$ cat config.mk
export PLATFORM = sky130hd
export DESIGN_NAME = pit_pair_irq
export DESIGN_NICKNAME = d
export VERILOG_FILES = /design/src/rtl/pit_pair_pkg.sv /design/src/rtl/pit_cascade_timer.sv /design/src/rtl/pit_irq_latch.sv /design/src/rtl/pit_pair_irq.sv
export SDC_FILE = /design/constraint.sdc
export NUM_CORES = 1
export LEC_CHECK = 0
export BUFFER_PORTS_ARGS = -buffer_cell sky130_fd_sc_hd__buf_4
export CORE_MARGIN = 1.5
export CORE_UTILIZATION = 40
export DETAILED_ROUTE_END_ITERATION = 12
export REMOVE_ABC_BUFFERS = 1
export SYNTH_ARGS = -nofsm -noshare
export SYNTH_HDL_FRONTEND = slang
export SYNTH_HIERARCHICAL = 1
export SYNTH_SLANG_ARGS = --single-unit
export TNS_END_PERCENT = 50
$ cat constraint.sdc
create_clock -name clk_i -period 2.5 [get_ports clk_i]
set_input_delay 0.125 -clock clk_i [delete_from_list [all_inputs] [get_ports clk_i]]
set_output_delay 0.125 -clock clk_i [all_outputs]
set_load 0.01 [all_outputs]
$ cat src/rtl/pit_pair_pkg.sv
package pit_pair_pkg;
  localparam int N_SRC   = 5;
  localparam int SRC_EXT = 0;
  localparam int SRC_T1  = 1;
  localparam int SRC_T2  = 2;
  localparam int SRC_ASY = 3;
  localparam int SRC_SYN = 4;
  // byte offsets; behaviour depends on these
  localparam int OFS_PERIOD = 'h00;  // 4 words: presc/div per timer
  localparam int OFS_ICR    = 'h20;
  localparam int OFS_LIVE   = 'h36;  // 4 words: live presc/div per timer
  localparam int CLR_LSB    = 8;
endpackage

$ cat src/rtl/pit_cascade_timer.sv
module pit_cascade_timer #(
  parameter int W = 16
) (
  input  logic             clk_i,
  input  logic             rst_ni,
  input  logic [W/8-1:0]   wr_presc_i,
  input  logic [W/8-1:0]   wr_div_i,
  input  logic [W-1:0]     wdata_i,
  output logic [W-1:0]     presc_o,
  output logic [W-1:0]     div_o,
  output logic [W-1:0]     pcnt_o,
  output logic [W-1:0]     dcnt_o,
  output logic             load_o,
  output logic             tick_o
);
  localparam int NB = W / 8;

  logic [W-1:0] presc_q, div_q, presc_d, div_d, pcnt_q, dcnt_q;

  function automatic logic [W-1:0] merge(input logic [W-1:0] old,
                                         input logic [NB-1:0] be,
                                         input logic [W-1:0] d);
    logic [W-1:0] r;
    r = old;
    for (int b = 0; b < NB; b++)
      if (be[b]) r[b*8 +: 8] = d[b*8 +: 8];
    return r;
  endfunction

  always_comb begin
    presc_d = merge(presc_q, wr_presc_i, wdata_i);
    div_d   = merge(div_q, wr_div_i, wdata_i);
  end

  assign load_o = (|wr_presc_i) | (|wr_div_i);
  assign tick_o = (pcnt_q == '0) && (dcnt_q == '0);

  always_ff @(posedge clk_i or negedge rst_ni) begin
    if (!rst_ni) begin
      presc_q <= '1;
      div_q   <= '1;
      pcnt_q  <= '1;
      dcnt_q  <= '1;
    end else begin
      presc_q <= presc_d;
      div_q   <= div_d;
      if (load_o) begin
        pcnt_q <= presc_d;
        dcnt_q <= div_d;
      end else if (pcnt_q == '0) begin
        pcnt_q <= presc_q;
        dcnt_q <= (dcnt_q == '0) ? div_q : dcnt_q - W'(1);
      end else begin
        pcnt_q <= pcnt_q - W'(1);
      end
    end
  end

  assign presc_o = presc_q;
  assign div_o   = div_q;
  assign pcnt_o  = pcnt_q;
  assign dcnt_o  = dcnt_q;
endmodule

$ cat src/rtl/pit_irq_latch.sv
module pit_irq_latch #(
  parameter int N = 5
) (
  input  logic         clk_i,
  input  logic         rst_ni,
  input  logic [N-1:0] src_i,
  input  logic         en_wr_i,
  input  logic [N-1:0] en_d_i,
  input  logic [N-1:0] clr_i,
  output logic [N-1:0] en_o,
  output logic [N-1:0] pend_o
);
  logic [N-1:0] en_q, pend_q;

  always_ff @(posedge clk_i or negedge rst_ni) begin
    if (!rst_ni) begin
      en_q   <= '0;
      pend_q <= '0;
    end else begin
      if (en_wr_i) en_q <= en_d_i;
      // set term last so a same-cycle set beats the clear
      pend_q <= (pend_q & ~clr_i) | (src_i & en_q);
    end
  end

  assign en_o   = en_q;
  assign pend_o = pend_q;
endmodule

$ cat src/rtl/pit_pair_irq.sv
module pit_pair_irq
  import pit_pair_pkg::*;
#(
  parameter int DATA_W = 16,
  parameter int ADDR_W = 5
) (
  input  logic              clk_i,
  input  logic              rst_ni,
  input  logic              wr_i,
  input  logic [DATA_W/8-1:0] be_i,
  input  logic [ADDR_W-1:0] waddr_i,
  input  logic [DATA_W-1:0] wdata_i,
  output logic [DATA_W-1:0] rdata_o,
  input  logic              ext_req_i,
  input  logic              async_req_i,
  input  logic              sync_req_i,
  output logic              irq_o
);
  localparam int N_TMR = 2;
  localparam int NB    = DATA_W / 8;

  function automatic logic hit(input logic [ADDR_W-1:0] a, input int byte_ofs);
    return a == ADDR_W'(byte_ofs / 2);
  endfunction

  logic [DATA_W-1:0] t_presc [N_TMR];
  logic [DATA_W-1:0] t_div   [N_TMR];
  logic [DATA_W-1:0] t_pcnt  [N_TMR];
  logic [DATA_W-1:0] t_dcnt  [N_TMR];
  logic [N_TMR-1:0]  t_tick, t_load;

  logic [N_SRC-1:0] src_vec, clr_vec, en_q, pend_q;
  logic             icr_hit;

  for (genvar t = 0; t < N_TMR; t++) begin : g_tmr
    logic [NB-1:0] wp, wd;
    assign wp = (wr_i && hit(waddr_i, OFS_PERIOD + 4*t))     ? be_i : '0;
    assign wd = (wr_i && hit(waddr_i, OFS_PERIOD + 4*t + 2)) ? be_i : '0;

    pit_cascade_timer #(.W(DATA_W)) u_tmr (
      .clk_i      (clk_i),
      .rst_ni     (rst_ni),
      .wr_presc_i (wp),
      .wr_div_i   (wd),
      .wdata_i    (wdata_i),
      .presc_o    (t_presc[t]),
      .div_o      (t_div[t]),
      .pcnt_o     (t_pcnt[t]),
      .dcnt_o     (t_dcnt[t]),
      .load_o     (t_load[t]),
      .tick_o     (t_tick[t])
    );
  end

  assign icr_hit = wr_i && hit(waddr_i, OFS_ICR);

  always_comb begin
    src_vec          = '0;
    src_vec[SRC_EXT] = ext_req_i;
    src_vec[SRC_T1]  = t_tick[0];
    src_vec[SRC_T2]  = t_tick[1];
    src_vec[SRC_ASY] = async_req_i;
    src_vec[SRC_SYN] = sync_req_i;
    clr_vec = (icr_hit && be_i[1]) ? wdata_i[CLR_LSB +: N_SRC] : '0;
  end

  pit_irq_latch #(.N(N_SRC)) u_irq (
    .clk_i   (clk_i),
    .rst_ni  (rst_ni),
    .src_i   (src_vec),
    .en_wr_i (icr_hit && be_i[0]),
    .en_d_i  (wdata_i[N_SRC-1:0]),
    .clr_i   (clr_vec),
    .en_o    (en_q),
    .pend_o  (pend_q)
  );

  assign irq_o = |pend_q;

  always_comb begin
    rdata_o = '0;
    if (hit(waddr_i, OFS_ICR)) rdata_o = DATA_W'(pend_q);
    for (int t = 0; t < N_TMR; t++) begin
      if (hit(waddr_i, OFS_LIVE + 4*t))     rdata_o = t_pcnt[t];
      if (hit(waddr_i, OFS_LIVE + 4*t + 2)) rdata_o = t_dcnt[t];
    end
  end
endmodule

* Word level (Yosys, flattened, before mapping) *
Index checks and enable logic that the tools add are counted.
W data, S select, Z words.

storage, ports and cells
  register bits = 138
  bits of input ports = 29
  output and inout port bits = 17

cells by class
  add/sub/neg operators = 4
  reduce and logical (&&, ||, !) cells = 21
  eq/ne operators = 8
  multiplexer cells = 28
  bitwise gates (word level) = 6

operators with widths
  kind                     count
  $mux W16                 14
  $logic_not A16 Y1        4
  $mux W8                  8
  $sub A16 B1 Y16 const B  4
  $eq A5 B5 Y1 const B     5
  $and A5 B5 Y5            2
  $eq A5 B2 Y1 const B     2
  $mux W5                  2
  $logic_and A1 B1 Y1      9
  $mux W2                  4
  $reduce_or A2 Y1         4
  $eq A5 B1 Y1 const B     1
  $logic_not A5 Y1         1
  $not A5 Y5               1
  $or A5 B5 Y5             1
  $reduce_or A5 Y1         1
  $reduce_bool A2 Y1       2
  $or A1 B1 Y1             2

* Depth between registers and ports, before layout *
  depth after elaboration = 7
  gate-level depth with buffers = 11
  mapped depth without buffers = 8

* By module *
The synthesis kept the hierarchy.

modules (own cells, without submodules)
  module                              area each (um2)  instances  cells each
  pit_cascade_timer (g_tmr[1].u_tmr)  3614.7           1          359
  pit_cascade_timer (g_tmr[0].u_tmr)  3573.4           1          348
  pit_pair_irq                        858.3            1          140
  pit_irq_latch                       369.1            1          30

* Worst setup path after synthesis *
Ideal clock, no wire load.

  path kind = input to register
  start point = input waddr_i[0]
  end point = register g_tmr[0].u_tmr.dcnt_q[5]
  path buffers = 4
  path slack = 0.156 ns
  stages = 8
  data arrival time = 2.253 ns
  data required time = 2.409 ns
  cell sequence = buf_2 -> clkbuf_1 -> nor3_1 -> clkbuf_1 -> nor4_2 -> clkinv_1 -> clkbuf_1 -> o31ai_1

on the way
  longest elaborated chain between the ends = 6
  elaborated cells between the ends (all ways) = 12

RTL lines
  element                                         line                     text
  from (decl)                                     pit_pair_irq.sv:11       input logic [ADDR_W-1:0] waddr_i,
  $logic_not A5 Y1 *                              pit_pair_irq.sv:23       return a == ADDR_W'(byte_ofs / 2);
  $logic_and A1 B1 Y1 *                           pit_pair_irq.sv:37       assign wp = (wr_i && hit(waddr_i, OFS_PERIOD + 4*t)) ? be_i : '0;
  $mux W2 *                                       pit_pair_irq.sv:37
  named net g_tmr[0].wp[1]                        pit_pair_irq.sv:36       logic [NB-1:0] wp, wd;
  $reduce_or A2 Y1 *                              pit_cascade_timer.sv:35  assign load_o = (|wr_presc_i) | (|wr_div_i);
  $or A1 B1 Y1 *                                  pit_cascade_timer.sv:35
  $mux W16 or $reduce_bool A2 Y1 (tied branches)  -
  to (signal assigned)                            pit_cascade_timer.sv:49  dcnt_q <= div_d;
  to (signal assigned)                            pit_cascade_timer.sv:52  dcnt_q <= (dcnt_q == '0) ? div_q : dcnt_q - W'(1);
  to (decl)                                       pit_cascade_timer.sv:18  logic [W-1:0] presc_q, div_q, presc_d, div_d, pcnt_q, dcnt_q;

The timed path passes the listed nets; every way through them passes the cells marked *.
A chain may end at the register's enable or synchronous reset.

* Final worst setup path *
  start point = register g_tmr[0].u_tmr.pcnt_q[11]
  end point = register g_tmr[0].u_tmr.dcnt_q[10]

on the way
  longest elaborated chain between the ends = 2

RTL lines
  element                              line                     text
  from (decl)                          pit_cascade_timer.sv:18
  from (signal assigned)               pit_cascade_timer.sv:48  pcnt_q <= presc_d;
  from (signal assigned)               pit_cascade_timer.sv:51  pcnt_q <= presc_q;
  from (signal assigned)               pit_cascade_timer.sv:54  pcnt_q <= pcnt_q - W'(1);
  $logic_not A16 Y1                    pit_cascade_timer.sv:50  end else if (pcnt_q == '0) begin
  $reduce_bool A2 Y1 (no source line)  -

Every way passes these cells.

==> run_results.csv <==
group,metric,value,unit
setup_path,cp.arrival,2.67,ns
power,leakagePower,0.00390,µW
yosys,synth_edf_count,0,
setup_path,crit_fanout,9,
timing,holdWs,0.0224,ns
clock_tree,holdBufCountCts,4,
timing,fin_skew,0.00873,ns
yosys,synth.avg_cell_area,9.60,µm²
run_status,status,"finished, final reports clean",
setup_path,crit_start,"g_tmr[0].u_tmr/pcnt_o[11]$_DFF_PN1_",
timing,relSlewSlack,0.448,
die,die_w,148,µm
yosys,seq_area_frac_synth,0.429,
timing,finalSetupViolCount,0,
yosys,synth.area.top_cells,"dfstp_2 (40%), mux2_2 (9.5%), nor2_1 (4.8%)",
drt,vias,6991,
global_routing,grt_first_pass_wirelength,39.4,mm
drt,drtAntennaViolNets,0,
clock_tree,clk-insertion-delay-late,0.43,ns
power,pwr-share-comb,0.225,
timing,period_minus_slack,2.33,ns
setup_path,crit_type,"reg2reg",
clock_tree,path_clk_slew,0.06,ns
cells_and_area,areaGrowthSynthToFinish,15.8,%
die,top_level_ports,46,
die,design.core.area,20400,µm²
timing,finalWorstSetupSlack,0.174,ns
yosys,synth.distinct_cells,77,
clock_tree,clock_path_buffers,2,
timing,period_share,0.930,
yosys,synth_top_area_cell,"dfstp_2",
job,drv_cap,0,
drt,drcViolationCount,0,
power,p_switching,2700,µW
clock_tree,cts_tree,"done",
clock_tree,cts.sinks,138,
timing,drv_slew,0,
power,p_int,5610,µW
power,pwr_density_cell,852,nW/µm²
yosys,synthDominantCellAreaShare,0.400,
timing,max_freq,430,MHz
place,dp_cells,1172,
cells_and_area,final_cell_mix,"dfstp_2 (128), nor2_1 (108), nand2_1 (78), buf_4 (78), mux2_2 (71)",
power,max-vdd-ir-drop,0.334,mV
drt,drt-total-wl,25.3,mm
yosys,synth_flop_cell,"dfstp_2",
setup_path,reg2reg_from,"g_tmr[0].u_tmr/pcnt_o[11]$_DFF_PN1_",
setup_path,crit_path_start_kind,"flop",
place,numPortBuffers,45,
die,initial_core_util,0.412,
timing,tightest_slew,0.827,ns
drt,wl_per_cell,20.9,µm
drt,drt-initial-drc-count,574,
global_routing,grt_pass1_vias,6617,
die,die_height,148,µm
place,place_hpwl,17.7,mm
global_routing,grt_max_degree,79,
yosys,async_reset_ff_frac,1.00,
min_path,hold_path_class,"in2reg",
drt,vias_per_cell,5.78,
timing,setup_tns,0,ns
power,clkPwrFrac,0.307,
cells_and_area,layout-drive-gt1-share,0.371,
die,dieArea,21900,µm²
setup_path,crit_required,2.85,ns
place,place_congestion,0.856,
global_routing,antenna_found_initial,1,
yosys,syn_area,8420,µm²
global_routing,overflow,0,
yosys,ys_ff_latch,138,
global_routing,grt_usage,0.239,
min_path,hold_path_startpoint,"wdata_i[0]",
min_path,holdPathStages,3,
power,switching_share,0.325,
cells_and_area,finalNonFillerCells,1210,
timing,rsz0062_at_grt,"false",
clock_tree,cts_made_buffers,17,
clock_tree,htree_levels,4,
place,place_ws,0.222,ns
clock_tree,cts-resized-gates,0,
cells_and_area,nets,962,
timing,hold_viol,0,
setup_path,end_kind,"flop",
drt,first_pass_iters,7,
yosys,yosysWarningCount,6,
cells_and_area,layout_commonest_cell,"dfstp_2",
yosys,synth_cells,877,
clock_tree,cts_setup_buffers,0,
setup_path,reg2reg_depth,6,
power,seqPwrFrac,0.468,
cells_and_area,final_util,0.477,
clock_tree,clockRootBuffer,"clkbuf_16",
die,rows,52,
[final timing paths]
path | endpoint | slack [ns]
setup / recovery | g_tmr[0].u_tmr/dcnt_o[10]$_DFFE_PN1P_ | 0.17
hold / removal | g_tmr[1].u_tmr/div_o[0]$_DFF_PN1_ | 0.02
setup reg to reg | g_tmr[0].u_tmr/dcnt_o[10]$_DFFE_PN1P_ | 0.17
hold reg to reg | u_irq/pend_o[3]$_DFF_PN0_ | 0.49
max in group asynchronous | g_tmr[1].u_tmr/div_o[0]$_DFF_PN1_ | 1.59
min in group asynchronous | g_tmr[0].u_tmr/div_o[6]$_DFF_PN1_ | 0.35
[final cells by class]
class                   count  area, µm²
inverters                  20       75.1
clock buffers              20        478
fillers                  1949      10700
flip-flops and latches    138       3610
repair buffers             85        677
clock inverters            12        120
well taps                 270        338
diodes                      2       5.00
multi-input cells         663       4440
[metal layers]
metal	global-route usage	routed length [µm]	vias to the layer above
li1	-	-	3300
met2	0.360	11300	234
met5	0	0	-
met4	0.101	744	0
met3	0.0445	1370	38
met1	0.336	11800	3419
[synthesized netlist by cell type (6+ instances only)]
cell type and instances:
a211oi_1 11, a21oi_1 47, a22o_1 14, a2bb2oi_1 11, and2_1 7, and3_1 6, buf_2 12, buf_6 8
clkbuf_1 32, dfrtp_1 10, dfstp_2 128, ha_1 8, inv_1 18, mux2_2 71, mux2i_1 15, nand2_1 78
nand3_1 15, nor2_1 108, nor3_1 32, nor4_1 14, o211ai_1 7, o21ai_0 52, o2bb2ai_1 12, o31ai_1 11
or3_1 8, or4_1 7, xnor2_1 13, xor2_1 12
[worst max-delay path, stage by stage, from the launching register on]
cell and delay (ns):
dfstp_2 0.38, or4_1 0.60, or2_1 0.36, nor2_2 0.36, buf_4 0.26, a2bb2oi_1 0.19
o31ai_1 0.10
[metrics by stage]
| stage | power [µW] | cell area (µm²) |
|---|---|---|
| after global routing | 8740 | 9750 |
| final | 8300 | 9750 |
| after CTS | 8320 | 9740 |
| after detailed placement | 5720 | 9100 |
| after global placement | 5680 | 9100 |
| after floorplan | 5010 | 8120 |
[state kept, by name, summed over array words and instances, names as in the netlist]
name / count
g_tmr.u_tmr/pcnt_o: 32
u_irq/pend_o: 5
g_tmr.u_tmr/dcnt_o: 32
g_tmr.u_tmr/presc_o: 32
g_tmr.u_tmr/div_o: 32
u_irq/en_o: 5
[power groups by stage]
stage / Clock, µW / Sequential, µW / Combinational, µW
after CTS: 2610 / 3850 / 1860
after global routing: 2690 / 3970 / 2080
final: 2550 / 3890 / 1870
after floorplan: 0 / 3620 / 1390
after detailed placement: 0 / 3880 / 1840
after global placement: 0 / 3870 / 1810
[cells by family (layout without fill, tap and decap cells)]
family / after synthesis / in the layout / synth area share
fa+ha+maj: 8 / 8 / 0.0119
other cells: 0 / 2 / 0
mux: 86 / 86 / 0.113
flops: 138 / 138 / 0.429
buf+inv: 76 / 137 / 0.0439
simple gates: 333 / 333 / 0.209
compound gates: 211 / 211 / 0.167
xor+xnor: 25 / 25 / 0.0260
No activity file was read; power rests on OpenSTA's default activity.
